**src/rtl/mpr_pkg.sv**
```systemverilog
package mpr_pkg;

  typedef enum logic [1:0] {
    ST_IDLE  = 2'd0,
    ST_START = 2'd1,
    ST_SHIFT = 2'd2
  } mpr_state_e;

endpackage

```
**src/rtl/mpr_sync.sv**
```systemverilog
module mpr_sync #(
  parameter int   STAGES  = 2,
  parameter logic RST_VAL = 1'b1
) (
  input  logic clk,
  input  logic rst_n,
  input  logic d_i,
  output logic q_o
);

  logic [STAGES-1:0] chain_q;
  logic [STAGES-1:0] chain_d;

  generate
    if (STAGES == 1) begin : g_one
      always_comb chain_d = d_i;
    end else begin : g_many
      always_comb chain_d = {chain_q[STAGES-2:0], d_i};
    end
  endgenerate

  always_ff @(posedge clk or negedge rst_n) begin
    if (!rst_n) chain_q <= {STAGES{RST_VAL}};
    else        chain_q <= chain_d;
  end

  assign q_o = chain_q[STAGES-1];

endmodule

```
**src/rtl/mpr_bitsync.sv**
```systemverilog
module mpr_bitsync
  import mpr_pkg::*;
#(
  parameter int DATA_W = 8,
  parameter int OVS    = 16
) (
  input  logic              clk,
  input  logic              rst_n,
  input  logic              tick_i,
  input  logic              rx_i,
  input  logic              wake_i,
  output logic              done_o,
  output logic [DATA_W-1:0] data_o,
  output logic              mpb_o,
  output logic              stop_o,
  output logic              filt_o
);

  localparam int CNT_W    = $clog2(OVS);
  localparam int HALF     = OVS / 2;
  localparam int NBITS    = DATA_W + 2;
  localparam int IDX_W    = $clog2(NBITS + 1);
  localparam logic [CNT_W-1:0] CNT_HALF = CNT_W'(HALF - 1);
  localparam logic [CNT_W-1:0] CNT_LAST = CNT_W'(OVS - 1);
  localparam logic [IDX_W-1:0] IDX_LAST = IDX_W'(NBITS - 1);

  mpr_state_e        st_q, st_d;
  logic [CNT_W-1:0]  cnt_q, cnt_d;
  logic [IDX_W-1:0]  idx_q, idx_d;
  logic [DATA_W:0]   sh_q, sh_d;
  logic              filt_q, filt_d;

  always_comb begin
    st_d   = st_q;
    cnt_d  = cnt_q;
    idx_d  = idx_q;
    sh_d   = sh_q;
    filt_d = filt_q;
    done_o = 1'b0;
    if (tick_i) begin
      unique case (st_q)
        ST_IDLE: begin
          if (!rx_i) begin
            st_d   = ST_START;
            cnt_d  = CNT_W'(1);
            filt_d = wake_i;
          end
        end
        ST_START: begin
          if (cnt_q == CNT_HALF) begin
            cnt_d = '0;
            idx_d = '0;
            st_d  = rx_i ? ST_IDLE : ST_SHIFT;
          end else begin
            cnt_d = cnt_q + 1'b1;
          end
        end
        ST_SHIFT: begin
          if (cnt_q == CNT_LAST) begin
            cnt_d = '0;
            if (idx_q == IDX_LAST) begin
              st_d   = ST_IDLE;
              done_o = 1'b1;
            end else begin
              sh_d  = {rx_i, sh_q[DATA_W:1]};
              idx_d = idx_q + 1'b1;
            end
          end else begin
            cnt_d = cnt_q + 1'b1;
          end
        end
        default: st_d = ST_IDLE;
      endcase
    end
  end

  always_ff @(posedge clk or negedge rst_n) begin
    if (!rst_n) begin
      st_q   <= ST_IDLE;
      cnt_q  <= '0;
      idx_q  <= '0;
      sh_q   <= '0;
      filt_q <= 1'b0;
    end else begin
      st_q   <= st_d;
      cnt_q  <= cnt_d;
      idx_q  <= idx_d;
      sh_q   <= sh_d;
      filt_q <= filt_d;
    end
  end

  assign data_o = sh_q[DATA_W-1:0];
  assign mpb_o  = sh_q[DATA_W];
  assign stop_o = rx_i;
  assign filt_o = filt_q;

endmodule

```
**src/rtl/mpr_rxreg.sv**
```systemverilog
module mpr_rxreg #(
  parameter int DATA_W = 8
) (
  input  logic              clk,
  input  logic              rst_n,
  input  logic              done_i,
  input  logic [DATA_W-1:0] data_i,
  input  logic              mpb_i,
  input  logic              stop_i,
  input  logic              filt_i,
  input  logic              wake_wr_i,
  input  logic              wake_wdata_i,
  input  logic              rie_i,
  input  logic              rd_ack_i,
  input  logic              err_clr_i,
  output logic [DATA_W-1:0] rdata_o,
  output logic              rfull_o,
  output logic              mpb_o,
  output logic              ovr_o,
  output logic              fer_o,
  output logic              wake_o,
  output logic              rxi_o
);

  logic [DATA_W-1:0] rdata_q, rdata_d;
  logic              full_q, full_d;
  logic              mpb_q, mpb_d;
  logic              ovr_q, ovr_d;
  logic              fer_q, fer_d;
  logic              wake_q, wake_d;
  logic              rxi_q, rxi_d;
  logic              accept, busy, load;

  always_comb begin
    accept  = done_i & (~filt_i | mpb_i);
    busy    = full_q & ~rd_ack_i;
    load    = accept & ~busy;
    rdata_d = load ? data_i : rdata_q;
    mpb_d   = load ? mpb_i  : mpb_q;
    full_d  = load | busy;
    ovr_d   = (accept & busy)    | (ovr_q & ~err_clr_i);
    fer_d   = (accept & ~stop_i) | (fer_q & ~err_clr_i);
    rxi_d   = load & rie_i;
    if (wake_wr_i)                    wake_d = wake_wdata_i;
    else if (done_i & filt_i & mpb_i) wake_d = 1'b0;
    else                              wake_d = wake_q;
  end

  always_ff @(posedge clk or negedge rst_n) begin
    if (!rst_n) begin
      rdata_q <= '0;
      full_q  <= 1'b0;
      mpb_q   <= 1'b0;
      ovr_q   <= 1'b0;
      fer_q   <= 1'b0;
      wake_q  <= 1'b0;
      rxi_q   <= 1'b0;
    end else begin
      rdata_q <= rdata_d;
      full_q  <= full_d;
      mpb_q   <= mpb_d;
      ovr_q   <= ovr_d;
      fer_q   <= fer_d;
      wake_q  <= wake_d;
      rxi_q   <= rxi_d;
    end
  end

  assign rdata_o = rdata_q;
  assign rfull_o = full_q;
  assign mpb_o   = mpb_q;
  assign ovr_o   = ovr_q;
  assign fer_o   = fer_q;
  assign wake_o  = wake_q;
  assign rxi_o   = rxi_q;

endmodule

```
**src/rtl/mpuart_rx.sv**
```systemverilog
module mpuart_rx #(
  parameter int DATA_W      = 8,
  parameter int OVS         = 16,
  parameter int SYNC_STAGES = 2
) (
  input  logic              clk,
  input  logic              rst_n,
  input  logic              rx_i,
  input  logic              tick_i,
  input  logic              wake_wr_i,
  input  logic              wake_wdata_i,
  input  logic              rie_i,
  input  logic              rd_ack_i,
  input  logic              err_clr_i,
  output logic [DATA_W-1:0] rdata_o,
  output logic              rfull_o,
  output logic              mpb_o,
  output logic              ovr_o,
  output logic              fer_o,
  output logic              wake_en_o,
  output logic              rxi_o
);

  logic [1:0]        rst_sync_q;
  logic              rst_n_s;
  logic              rx_s;
  logic              frm_done;
  logic [DATA_W-1:0] frm_data;
  logic              frm_mpb;
  logic              frm_stop;
  logic              frm_filt;

  always_ff @(posedge clk or negedge rst_n) begin
    if (!rst_n) rst_sync_q <= 2'b00;
    else        rst_sync_q <= {rst_sync_q[0], 1'b1};
  end
  assign rst_n_s = rst_sync_q[1];

  mpr_sync #(.STAGES(SYNC_STAGES), .RST_VAL(1'b1)) u_rx_sync (
    .clk   (clk),
    .rst_n (rst_n_s),
    .d_i   (rx_i),
    .q_o   (rx_s)
  );

  mpr_bitsync #(.DATA_W(DATA_W), .OVS(OVS)) u_bits (
    .clk    (clk),
    .rst_n  (rst_n_s),
    .tick_i (tick_i),
    .rx_i   (rx_s),
    .wake_i (wake_en_o),
    .done_o (frm_done),
    .data_o (frm_data),
    .mpb_o  (frm_mpb),
    .stop_o (frm_stop),
    .filt_o (frm_filt)
  );

  mpr_rxreg #(.DATA_W(DATA_W)) u_reg (
    .clk          (clk),
    .rst_n        (rst_n_s),
    .done_i       (frm_done),
    .data_i       (frm_data),
    .mpb_i        (frm_mpb),
    .stop_i       (frm_stop),
    .filt_i       (frm_filt),
    .wake_wr_i    (wake_wr_i),
    .wake_wdata_i (wake_wdata_i),
    .rie_i        (rie_i),
    .rd_ack_i     (rd_ack_i),
    .err_clr_i    (err_clr_i),
    .rdata_o      (rdata_o),
    .rfull_o      (rfull_o),
    .mpb_o        (mpb_o),
    .ovr_o        (ovr_o),
    .fer_o        (fer_o),
    .wake_o       (wake_en_o),
    .rxi_o        (rxi_o)
  );

endmodule

```
**config.mk**
```make
export PLATFORM = sky130hd
export DESIGN_NAME = mpuart_rx
export DESIGN_NICKNAME = d
export VERILOG_FILES = /design/src/rtl/mpr_pkg.sv /design/src/rtl/mpr_sync.sv /design/src/rtl/mpr_bitsync.sv /design/src/rtl/mpr_rxreg.sv /design/src/rtl/mpuart_rx.sv
export SDC_FILE = /design/constraint.sdc
export NUM_CORES = 1
export LEC_CHECK = 0
export BUFFER_PORTS_ARGS = -buffer_cell sky130_fd_sc_hd__buf_2
export CAP_MARGIN = 20
export CORE_MARGIN = 3
export CORE_UTILIZATION = 45
export DETAILED_ROUTE_END_ITERATION = 10
export HOLD_SLACK_MARGIN = 0.08
export PLACE_DENSITY = 0.67
export SLEW_MARGIN = 10
export SYNTH_ARGS = -nofsm -noshare
export SYNTH_HDL_FRONTEND = slang
export SYNTH_SLANG_ARGS = --single-unit
```
**constraint.sdc**
```tcl
create_clock -name clk -period 1.2 [get_ports clk]
set_input_delay 0.06 -clock clk [delete_from_list [all_inputs] [get_ports clk]]
set_output_delay 0.06 -clock clk [all_outputs]
set_load 0.01 [all_outputs]
```
# Word level (Yosys, flattened, before mapping)
# Cells that the tools add are included.
[totals]
register_bits = 38
wordCells = 75
[op_classes]
addsub = 2
eq_ne = 10
muxes = 20
bitwise = 20
n_reduce_logical = 9
[op_table]
columns = ["operator", "n"]
rows = [
  ["two-way mux 4 bit", 6],
  ["one-hot mux 4 bit (3 select lines)", 1],
  ["AND 1 bit", 10],
  ["two-way mux 2 bit", 5],
  ["AND reduction 5 bit", 2],
  ["adder 4 x 1 -> 4 bit (second input constant)", 2],
  ["equality test 4 bit (second input constant)", 2],
  ["one-hot mux 4 bit (2 select lines)", 1],
  ["two-way mux 1 bit", 6],
  ["!= test 2 x 1 -> 1 bit (second input constant)", 3],
  ["NOT 1 bit", 6],
  ["one-hot mux 2 bit (3 select lines)", 1],
  ["AND reduction 3 bit", 2],
  ["equality test 4 x 3 -> 1 bit (second input constant)", 1],
  ["!= test 2 bit (second input constant)", 2],
  ["bitwise OR 1 bit", 4],
  ["AND reduction 4 bit", 1],
  ["nonzero test 2 bit", 2],
  ["nonzero test 3 bit", 1],
  ["equality test 2 x 1 -> 1 bit (second input constant)", 1],
  ["equality test 2 bit (second input constant)", 1],
  ["zero test 2 bit", 1],
]

# Longest topological paths before layout
# Gate-level depths: netlist (run 1).
[depth]
depth_word = 9
depth_mapped = 7
ltp_nobuf = 6

# Cells and area by module
# Synthesis (run 1) repeated with hierarchy kept, for this count alone.
[hier_totals]
cells_unflattened = 137
hier_area_um2 = 1735.4
[by_module_without_submodules]
columns = ["module", "instances", "cells_per_inst", "area_each_um2", "seq_area_each_um2"]
rows = [
  ["mpr_bitsync", 1, 94, 1092.3, 500.5],
  ["mpr_rxreg", 1, 38, 536.8, 350.3],
  ["mpuart_rx", 1, 3, 53.8, 50.0],
  ["mpr_sync", 1, 2, 52.6, 52.6],
]

# Least setup slack after synthesis (run 1)
# Ideal clock, no wire load.
[synth_timing]
path_kind = "reg-to-reg"
from = "register u_bits.st_q[1]"
to = "register u_bits.st_q[0]"
arrival_ps = 1633
t_required_ps = 1075
path_slack_ps = -558
path_stages_with_launch = 8
path_buffers = 1
path_cell_list = "dfrtp_1 > inv_1 > ha_1 > buf_4 > and4b_1 > nor3_2 > nand4b_4 > mux2_4"
[synth_between]
elab_chain_cells = 3
[synth_lines]
columns = ["item", "line", "rtl"]
rows = [
  ["from (decl)", "mpr_bitsync.sv:27", "mpr_state_e st_q, st_d;"],
  ["from (signal assigned)", "mpr_bitsync.sv:85", "st_q <= st_d;"],
  ["equality test 2 bit (tied with other cells)", "mpr_bitsync.sv:41", "unique case (st_q)"],
  ["!= test 2 x 1 -> 1 bit (no source line) or != test 2 bit (tied branches)", "--", ""],
  ["AND reduction 5 bit (no source line)", "--", ""],
]
# Several ways; a longest one is shown, not always the timed one.
# A chain may end at the register's enable or synchronous reset.

# Final worst setup path (run 1)
[layout_timing]
from = "register u_bits.st_q[0]"
to = "register u_reg.rdata_q[3] (netlist: u_reg.rdata_o[3])"
[layout_between]
elab_chain_cells = 5
[layout_lines]
columns = ["item", "line", "rtl"]
rows = [
  ["equality test 2 bit", "mpr_bitsync.sv:41", ""],
  ["two-way mux 1 bit", "mpr_bitsync.sv:41", ""],
  ["two-way mux 1 bit", "mpr_bitsync.sv:40", "if (tick_i) begin"],
  ["AND 1 bit", "mpr_rxreg.sv:35", "accept = done_i & (~filt_i | mpb_i);"],
  ["AND 1 bit", "mpr_rxreg.sv:37", "load = accept & ~busy;"],
  ["to (signal assigned)", "mpr_rxreg.sv:59", "rdata_q <= rdata_d;"],
  ["to (decl)", "mpr_rxreg.sv:25", "logic [DATA_W-1:0] rdata_q, rdata_d;"],
]
# No other way between the ends.

==> results of run 1 <==
[area by class of cell]
type	instances	area (um^2)
well taps	48	60.1
repair buffers	81	637
flip-flops and latches	38	956
multi-input cells	94	1080
fillers	258	1000
inverters	6	22.5
clock buffers	6	82.6
clock inverters	2	12.5
[worst max path at each step]
| stage | cells past startpoint | from | slack [ns] | end |
|---|---|---|---|---|
| finish | 6 | u_bits.st_q[0]$_DFFE_PN0P_ | -0.54 | u_reg.rdata_o[3]$_DFFE_PN0P_ |
| global route | 6 | u_bits.st_q[0]$_DFFE_PN0P_ | -0.58 | u_bits.st_q[0]$_DFFE_PN0P_ |
| CTS | 6 | u_bits.st_q[1]$_DFFE_PN0P_ | -0.52 | u_bits.st_q[0]$_DFFE_PN0P_ |
| detailed placement | 6 | u_bits.st_q[1]$_DFFE_PN0P_ | -0.58 | u_bits.st_q[0]$_DFFE_PN0P_ |
| global placement | 6 | u_bits.st_q[1]$_DFFE_PN0P_ | -0.47 | u_bits.st_q[0]$_DFFE_PN0P_ |
| floorplan | 7 | u_bits.st_q[1]$_DFFE_PN0P_ | -0.52 | u_bits.st_q[0]$_DFFE_PN0P_ |
[worst reg2reg max path, cell delays in order, from the launching register on]
cell and delay, ns:
dfrtp_2 0.43, inv_2 0.09, ha_4 0.15, and4b_4 0.26
nand3_4 0.11, nor2_8 0.25, mux2_4 0.33
[through the flow]
step                      setup slack, ns  total power (W)  area (um^2)  util [%]  cells
final                              -0.545          0.00461         2850      74.0    275
after global routing               -0.580          0.00483         2850      74.0    275
after CTS                          -0.522          0.00428         2720      70.5    270
after detailed placement           -0.577          0.00276         2340      60.8    245
after global placement             -0.467          0.00270         2340      60.8    245
after floorplan                    -0.524          0.00218         1930         -    143
[where the power goes]
part / leakage, nW / internal, W / switching (W)
Sequential: 0.498 / 0.00139 / 0.0000998
Clock: 0.0472 / 0.000462 / 0.000467
Combinational: 0.837 / 0.00128 / 0.000911
Total: 1.38 / 0.00313 / 0.00148
[layer usage]
layer | up-vias | global-route usage, % | routed length, um
met5 | - | 0 | 0
met4 | 0 | 7.31 | 120
met3 | 12 | 5.11 | 157
met2 | 35 | 33.6 | 2630
met1 | 720 | 21.0 | 1960
li1 | 680 | - | -
[cell usage in the layout, fill, tap and decap left out, types with 2 or more instances in the layout]
master	instances
o21ai_1	3
dfrtp_1	34
nand2b_1	4
buf_2	22
dfrtp_2	2
nor2b_1	3
nand2_1	4
clkbuf_8	6
buf_4	39
ha_1	3
nand3b_1	4
buf_6	11
inv_2	2
dlygate4sd3_1	7
dfstp_2	2
o21ai_4	2
mux2_4	19
o22ai_2	2
inv_1	4
mux2i_1	2
a21oi_1	2
ha_4	4
nor2_1	2
buf_12	2
a22o_1	2
[logic make-up after synthesis]
group	count (synthesis)	synth area share, %
XOR/XNOR	1	0.461
buffers and inverters	11	3.56
AO/OA/AOI/OAI	21	7.44
other	1	0.197
flip-flops	38	50.2
adder cells (fa/ha/maj)	8	5.27
multiplexers	21	15.9
AND/OR/NAND/NOR	42	17.0
[what timing repair did]
action / in CTS / in global routing
setup buffers: 12 / 11
hold buffers: 7 / 0
pin swaps: 9 / 14
cloned: 0 / 0
hold endpoints to repair: 7 / 0
setup endpoints to repair: 34 / 34
gates resized for setup: 30 / 24
[state kept, by name (all words and copies together), names as in the netlist]
name               cells
u_bits.idx_q           4
u_reg.fer_o            1
u_reg.ovr_o            1
u_rx_sync.chain_q      2
u_bits.filt_o          1
u_bits.st_q            2
u_reg.rdata_o          8
u_bits.cnt_q           4
u_reg.rxi_o            1
u_bits.sh_q            9
u_reg.wake_o           1
u_reg.rfull_o          1
u_reg.mpb_o            1
rst_sync_q             2
==> results.sh, run 1 <==
export IMPL_status="complete, but fails checks"
export IMPL_violations="negative setup slack"
export IMPL_hold_depth=3
export IMPL_peakVddDrop_v=0.00113
export IMPL_area_growth_pct=50.1
export IMPL_ys_types=45
export IMPL_fmax_ghz=0.573
export IMPL_antenna_left=0
export IMPL_viasPerCell=5.26
export IMPL_crit_required_ns=1.38
export IMPL_cts_root_buf="clkbuf_8"
export IMPL_cp_max_fo=8
export IMPL_routedWlPerCell_um=17.7
export IMPL_fin_worst_skew_ns=0.00670
export IMPL_nNetsFinal=243
export IMPL_hold_end="u_reg.rfull_o$_DFF_PN0_"
export IMPL_drt_iter0_markers=38
export IMPL_gp_congestion=0.843
export IMPL_track_usage_pct=18.7
export IMPL_first_pass_iters=4
export IMPL_rows=22
export IMPL_worstSetupPathType="reg2reg"
export IMPL_start_util_pct=49.3
export IMPL_drive_gt1_share_pct=61.7
export IMPL_grt_first_pass_wirelength_um=7310
export IMPL_fin_ws_ns=-0.545
export IMPL_drv_slew=0
export IMPL_pin_count=23
export IMPL_grt_max_degree=29
export IMPL_rsz0062_at_grt="yes"
export IMPL_clk_latency_ns=0.29
export IMPL_leakagePower_nw=1.38
export IMPL_postSynth_asyncResetShare_pct=100
export IMPL_cts_buffer_depth=2
export IMPL_wl_um=4860
export IMPL_overflow=0
export IMPL_r2r_setup_slack_ns=-0.54
export IMPL_fin_crit_sh_pct=145
export IMPL_avgSynthCellArea_um2=13.3
export IMPL_cp_start_kind="flip-flop"
export IMPL_finalSetupViolCount=34
export IMPL_yosys_warnings=0
export IMPL_synth_area_um2=1900
export IMPL_die_area_um2=5040
export IMPL_htreeDepth=2
export IMPL_synthFlopType="dfrtp_1"
export IMPL_drv_cap=0
export IMPL_fin_setup_tns_ns=-13.31
export IMPL_min_delay_start="rd_ack_i"
export IMPL_grt_pass1_vias=1533
export IMPL_end_kind="flip-flop"
export IMPL_syn_inst=143
export IMPL_seq_area_frac_synth_pct=50.2
export IMPL_synthTopCellsByCount="dfrtp_1, mux2_4, ha_1"
export IMPL_cts_tree="built"
export IMPL_num_antenna_cells=0
export IMPL_rr_endpoint="u_reg.rdata_o[3]$_DFFE_PN0P_"
export IMPL_yosysMostFrequentCell="dfrtp_1"
export IMPL_slowest_stage="dfrtp_2"
export IMPL_cp_cell_sequence="inv_2 > ha_4 > and4b_4 > nand3_4 > nor2_8 > mux2_4"
export IMPL_drc=0
export IMPL_die_y_um=71.0
export IMPL_place_hpwl_um=2840
export IMPL_die_w_um=71.0
export IMPL_crit_family="simple AND/OR/NAND/NOR gates"
export IMPL_post_route_min_period_ns=1.74
export IMPL_antenna_found_initial=0
export IMPL_cts_clk_slew_worst_paths_ns=0.08
export IMPL_power_per_cell_area_nw_per_um2=1620
export IMPL_yosys_area_top_type="dfrtp_1"
export IMPL_num_vias=1447
export IMPL_hold_ws_ns=0.144
export IMPL_cts_made_buffers=5
export IMPL_critPathMaxStageDelay_ns=0.43
export IMPL_syn_num_nets=160
export IMPL_cts_sinks=38
export IMPL_yosysTopAreaCellShare_pct=47.4
export IMPL_cp_arrival_ns=1.92
export IMPL_hold_path_class="in2reg"
export IMPL_hold_viol=0
export IMPL_synth_area_leaders="dfrtp_1, mux2_4, ha_1, dfstp_2, nand2b_1"
export IMPL_ys_ff_latch=38
export IMPL_path_buf_inv=1
export IMPL_io_buffers=22
export IMPL_core_area_um2=3850
export IMPL_r2r_cells=6
export IMPL_r2r_start="u_bits.st_q[0]$_DFFE_PN0P_"
export IMPL_synth_edff_count=0
Power figures use the tool's default switching activity.
==> inputs of run 2 (changes only) <==
--- a/config.mk
+++ b/config.mk
@@ -12,6 +12,7 @@
 export DETAILED_ROUTE_END_ITERATION = 10
 export HOLD_SLACK_MARGIN = 0.08
 export PLACE_DENSITY = 0.67
+export RECOVER_POWER = 25
 export SLEW_MARGIN = 10
 export SYNTH_ARGS = -nofsm -noshare
 export SYNTH_HDL_FRONTEND = slang
==> results.sh, run 2 (same netlist as run 1, synthesis figures left out) <==
export IMPL_status="complete, but fails checks"
export IMPL_violations="negative setup slack"
export IMPL_combPwrFrac_pct=47.5
export IMPL_fin_ws_ns=-0.547
export IMPL_power_per_cell_area_nw_per_um2=1620
export IMPL_leakagePower_nw=1.38
export IMPL_place_hpwl_um=2840
export IMPL_layout_cells_non_filler=275
export IMPL_start_util_pct=49.3
export IMPL_cp_start_kind="flip-flop"
export IMPL_htreeDepth=2
export IMPL_cts_made_buffers=5
export IMPL_hold_viol=0
export IMPL_rows=22
export IMPL_wl_met2_um=2640
export IMPL_fin_worst_skew_ns=0.00687
export IMPL_final_cell_mix="buf_4, dfrtp_1, buf_2, mux2_4, buf_6"
export IMPL_grt_pass1_vias=1533
export IMPL_first_pass_iters=4
export IMPL_cp_arrival_ns=1.93
export IMPL_fin_crit_sh_pct=146
export IMPL_io_buffers=22
export IMPL_cts_root_buf="clkbuf_8"
export IMPL_die_y_um=71.0
export IMPL_worstSetupPathType="reg2reg"
export IMPL_cts_tree="built"
export IMPL_post_route_min_period_ns=1.75
export IMPL_clk_latency_ns=0.29
export IMPL_area_growth_pct=49.4
export IMPL_swShare_pct=32.1
export IMPL_antenna_left=0
export IMPL_r2r_setup_slack_ns=-0.55
export IMPL_routed_top_layer="met4"
export IMPL_core_area_um2=3850
export IMPL_drv_slew=0
export IMPL_slowest_stage="dfrtp_2"
export IMPL_finalSetupViolCount=34
export IMPL_nNetsFinal=243
export IMPL_end_kind="flip-flop"
export IMPL_num_antenna_cells=0
export IMPL_p_int_w=0.00313
export IMPL_cts_sinks=38
export IMPL_power_frac_seq_pct=32.3
export IMPL_drt_iter0_markers=35
export IMPL_gp_congestion=0.843
export IMPL_regMostFlops="u_bits.sh_q"
export IMPL_num_vias=1439
export IMPL_fin_setup_tns_ns=-13.36
export IMPL_viasPerCell=5.23
export IMPL_drc=0
export IMPL_grt_first_pass_wirelength_um=7310
export IMPL_peakVddDrop_v=0.00114
export IMPL_final_common_cell="buf_4"
export IMPL_met3WireLength_um=147
export IMPL_final_util_pct=73.6
export IMPL_hold_path_class="in2reg"
export IMPL_pin_count=23
export IMPL_drt_met1_wl_um=1940
export IMPL_cts_buffer_depth=2
export IMPL_die_w_um=71.0
export IMPL_crit_required_ns=1.38
export IMPL_track_usage_pct=18.7
export IMPL_cp_max_fo=4
export IMPL_power_frac_clock_pct=20.1
export IMPL_die_area_um2=5040
export IMPL_critPathMaxStageDelay_ns=0.43
export IMPL_grt_max_degree=29
export IMPL_antenna_found_initial=0
export IMPL_overflow=0
export IMPL_largest_reg_flops=9
export IMPL_drv_cap=0
export IMPL_fmax_ghz=0.572
export IMPL_place_inst=245
export IMPL_routedWlPerCell_um=17.7
export IMPL_p_total_w=0.00461
export IMPL_rsz0062_at_grt="yes"
export IMPL_drive_gt1_share_pct=61.7
export IMPL_cts_clk_slew_worst_paths_ns=0.08
export IMPL_switchingPower_w=0.00148
export IMPL_cp_cell_sequence="inv_2 > ha_4 > and4bb_2 > nor3_4 > nand4b_4 > mux2_4"
export IMPL_wl_um=4860
## run 2: cell types whose count changed in the layout (fill, tap and decap cells not counted)
cell,previous run,this run
buf_12,2,1
clkbuf_4,0,1
## run 2: timing repair
action                                  4_1_cts  5_1_grt
hold buffers                                  7        0
endpoints found under the setup margin       34       34
buffers inserted                             12       11
pin swaps                                     9       14
resized for setup                            30       24
endpoints found under the hold margin         7        0
## run 2: layout make-up
class	count	area (um^2)
multi-input combinational	94	1080
fill	260	1020
sequential	38	956
timing repair buffer	81	624
clock buffer	6	82.6
tap	48	60.1
inverter	6	22.5
clock inverter	2	12.5
## run 2: through the flow
step | instance area, um^2 | hold WS (ns) | worst slack, ns
after floorplan | 1930 | -0.236 | -0.524
after global placement | 2340 | -0.154 | -0.467
after detailed placement | 2340 | -0.148 | -0.577
after CTS | 2720 | 0.0948 | -0.522
after global routing | 2840 | 0.129 | -0.580
final | 2840 | 0.143 | -0.547
## run 2: final timing paths
path,start,depth (start not counted),to
worst max-delay path,u_bits.st_q[0]$_DFFE_PN0P_,6,u_bits.st_q[0]$_DFFE_PN0P_
worst min-delay path,rd_ack_i,3,u_reg.rfull_o$_DFF_PN0_
worst max register to register,u_bits.st_q[0]$_DFFE_PN0P_,6,u_bits.st_q[0]$_DFFE_PN0P_
worst min register to register,rst_sync_q[1]$_DFF_PN0_,0,u_bits.st_q[1]$_DFFE_PN0P_
max in group asynchronous,rst_sync_q[1]$_DFF_PN0_,1,u_bits.sh_q[1]$_DFFE_PN0P_
min in group asynchronous,rst_sync_q[1]$_DFF_PN0_,0,u_bits.st_q[1]$_DFFE_PN0P_
## run 2: power groups by stage
stage | clock (W) | combinational, W | sequential, W
after floorplan | 0 | 0.000672 | 0.00151
after global placement | 0 | 0.00121 | 0.00149
after detailed placement | 0 | 0.00126 | 0.00150
after CTS | 0.000957 | 0.00185 | 0.00148
after global routing | 0.00101 | 0.00232 | 0.00150
final | 0.000928 | 0.00219 | 0.00149
## run 2: critical path: cells and delay by family (launching register included)
family        cells  cell delay (ns)
fa+ha+maj         1             0.15
buf+inv           1             0.09
flops             1             0.43
mux               1             0.30
simple gates      3             0.65
## run 2: layer usage
layer / up-vias / track usage, %
li1: 682 / -
met1: 718 / 21.0
met2: 27 / 33.6
met3: 12 / 5.11
met4: 0 / 7.31
met5: - / 0
==> inputs of run 3 (changes only) <==
--- a/config.mk
+++ b/config.mk
@@ -5,8 +5,7 @@
 export SDC_FILE = /design/constraint.sdc
 export NUM_CORES = 1
 export LEC_CHECK = 0
-export BUFFER_PORTS_ARGS = -buffer_cell sky130_fd_sc_hd__buf_2
-export CAP_MARGIN = 20
+export BUFFER_PORTS_ARGS = -buffer_cell sky130_fd_sc_hd__buf_4
 export CORE_MARGIN = 3
 export CORE_UTILIZATION = 45
 export DETAILED_ROUTE_END_ITERATION = 10
==> results.sh, run 3 (same netlist as run 1, synthesis figures left out) <==
export IMPL_status="complete, but fails checks"
export IMPL_violations="negative setup slack"
export IMPL_drive_gt1_share_pct=60.9
export IMPL_pre_cts_ws_ns=-0.566
export IMPL_cts_root_buf="clkbuf_8"
export IMPL_rows=22
export IMPL_io_buffers=22
export IMPL_gp_congestion=0.846
export IMPL_crit_required_ns=1.37
export IMPL_num_vias=1462
export IMPL_pin_count=23
export IMPL_viasPerCell=5.26
export IMPL_r2r_start="u_bits.st_q[0]$_DFFE_PN0P_"
export IMPL_largest_reg_flops=9
export IMPL_drt_iter0_markers=31
export IMPL_drc=0
export IMPL_core_area_um2=3850
export IMPL_cp_arrival_ns=1.93
export IMPL_antenna_found_initial=0
export IMPL_crit_start="u_bits.st_q[0]$_DFFE_PN0P_"
export IMPL_r2r_setup_slack_ns=-0.55
export IMPL_end_kind="flip-flop"
export IMPL_peakVddDrop_v=0.00118
export IMPL_fin_worst_skew_ns=0.0149
export IMPL_routed_top_layer="met4"
export IMPL_overflow=0
export IMPL_cts_tree="built"
export IMPL_die_area_um2=5040
export IMPL_die_w_um=71.0
export IMPL_first_pass_iters=4
export IMPL_nNetsFinal=246
export IMPL_wl_um=4950
export IMPL_final_cell_area_um2=2930
export IMPL_final_util_pct=76.0
export IMPL_cp_start_kind="flip-flop"
export IMPL_rsz0062_at_grt="yes"
export IMPL_relSlewSlack_pct=44.6
export IMPL_worstSetupPathType="reg2reg"
export IMPL_final_common_cell="buf_4"
export IMPL_hold_viol=0
export IMPL_layout_cells_non_filler=278
export IMPL_drv_cap=0
export IMPL_fin_crit_sh_pct=146
export IMPL_met3WireLength_um=124
export IMPL_drv_slew=0
export IMPL_fin_ws_ns=-0.553
export IMPL_area_growth_pct=54.2
export IMPL_min_delay_start="rd_ack_i"
export IMPL_place_hpwl_um=2940
export IMPL_dpl_cell_area_um2=2390
export IMPL_fmax_ghz=0.571
export IMPL_start_util_pct=49.3
export IMPL_wl_met2_um=2760
export IMPL_grt_first_pass_wirelength_um=7520
export IMPL_grt_pass1_vias=1573
export IMPL_routedWlPerCell_um=17.8
export IMPL_cts_made_buffers=5
export IMPL_cts_clk_slew_worst_paths_ns=0.07
export IMPL_place_inst=245
export IMPL_regMostFlops="u_bits.sh_q"
export IMPL_die_y_um=71.0
export IMPL_final_cell_mix="buf_4, dfrtp_1, mux2_4, buf_6, dlygate4sd3_1"
export IMPL_power_per_cell_area_nw_per_um2=1530
export IMPL_cts_buffer_depth=2
export IMPL_htreeDepth=2
export IMPL_cts_sinks=38
export IMPL_num_antenna_cells=0
export IMPL_clk_latency_ns=0.30
export IMPL_finalSetupViolCount=34
export IMPL_grt_max_degree=37
export IMPL_antenna_left=0
export IMPL_track_usage_pct=19.4
export IMPL_drt_met1_wl_um=1990
export IMPL_leakagePower_nw=1.39
export IMPL_hold_path_class="in2reg"
export IMPL_worst_pin_slew_ns=0.831
export IMPL_cp_max_fo=4
export IMPL_post_route_min_period_ns=1.75
[run 3: cell types whose count changed in the layout (fill, tap and decap cells not counted), moves of 2 or more]
cell / delta
buf_2: -21
buf_4: +25
o21ai_4: -2
ha_4: +2
[run 3: worst max-delay path: stages, from the launching register on]
cell,delay [ns]
dfrtp_2,0.45
buf_6,0.13
ha_4,0.16
and4b_2,0.32
nor3_4,0.05
nand4b_4,0.19
mux2_4,0.33
[run 3: layout make-up]
cell class              count  area [um^2]
clock buffers               7         86.3
clock inverters             1         5.00
fillers                   228          925
inverters                   6         22.5
multi-input cells          94         1100
flip-flops and latches     38          956
well taps                  48         60.1
repair buffers             84          694
[run 3: routing by layer]
layer	global-route usage, %	up-vias
li1	-	686
met1	21.6	744
met2	35.0	24
met3	4.26	8
met4	9.19	0
met5	0	-
[run 3: power by group]
part           internal [W]  switching, W
sequential          0.00139      0.000106
clock              0.000464      0.000460
combinational       0.00119      0.000859
[run 3: per-stage QoR]
stage	hold slack [ns]	TNS [ns]	power, W
after floorplan	-0.236	-10.23	0.00218
after global placement	-0.158	-10.75	0.00270
after detailed placement	-0.156	-12.43	0.00277
after CTS	0.0988	-11.83	0.00417
after global routing	0.202	-14.96	0.00466
final	0.175	-13.29	0.00447
[run 3: what timing repair did]
item	in CTS	in global routing
setup endpoints to repair	34	34
hold buffers	7	0
pin swaps	17	12
gates resized for setup	36	19
endpoints found under the hold margin	7	0
buffers inserted	13	10
[run 3: worst paths after layout]
kind                       cells after the start                             end
setup / recovery                               6      u_bits.st_q[0]$_DFFE_PN0P_
hold / removal                                 3         u_reg.rfull_o$_DFF_PN0_
setup reg to reg                               6      u_bits.st_q[0]$_DFFE_PN0P_
hold reg to reg                                0  u_rx_sync.chain_q[1]$_DFF_PN1_
max in group asynchronous                      1      u_bits.st_q[0]$_DFFE_PN0P_
min in group asynchronous                      1     u_bits.cnt_q[3]$_DFFE_PN0P_
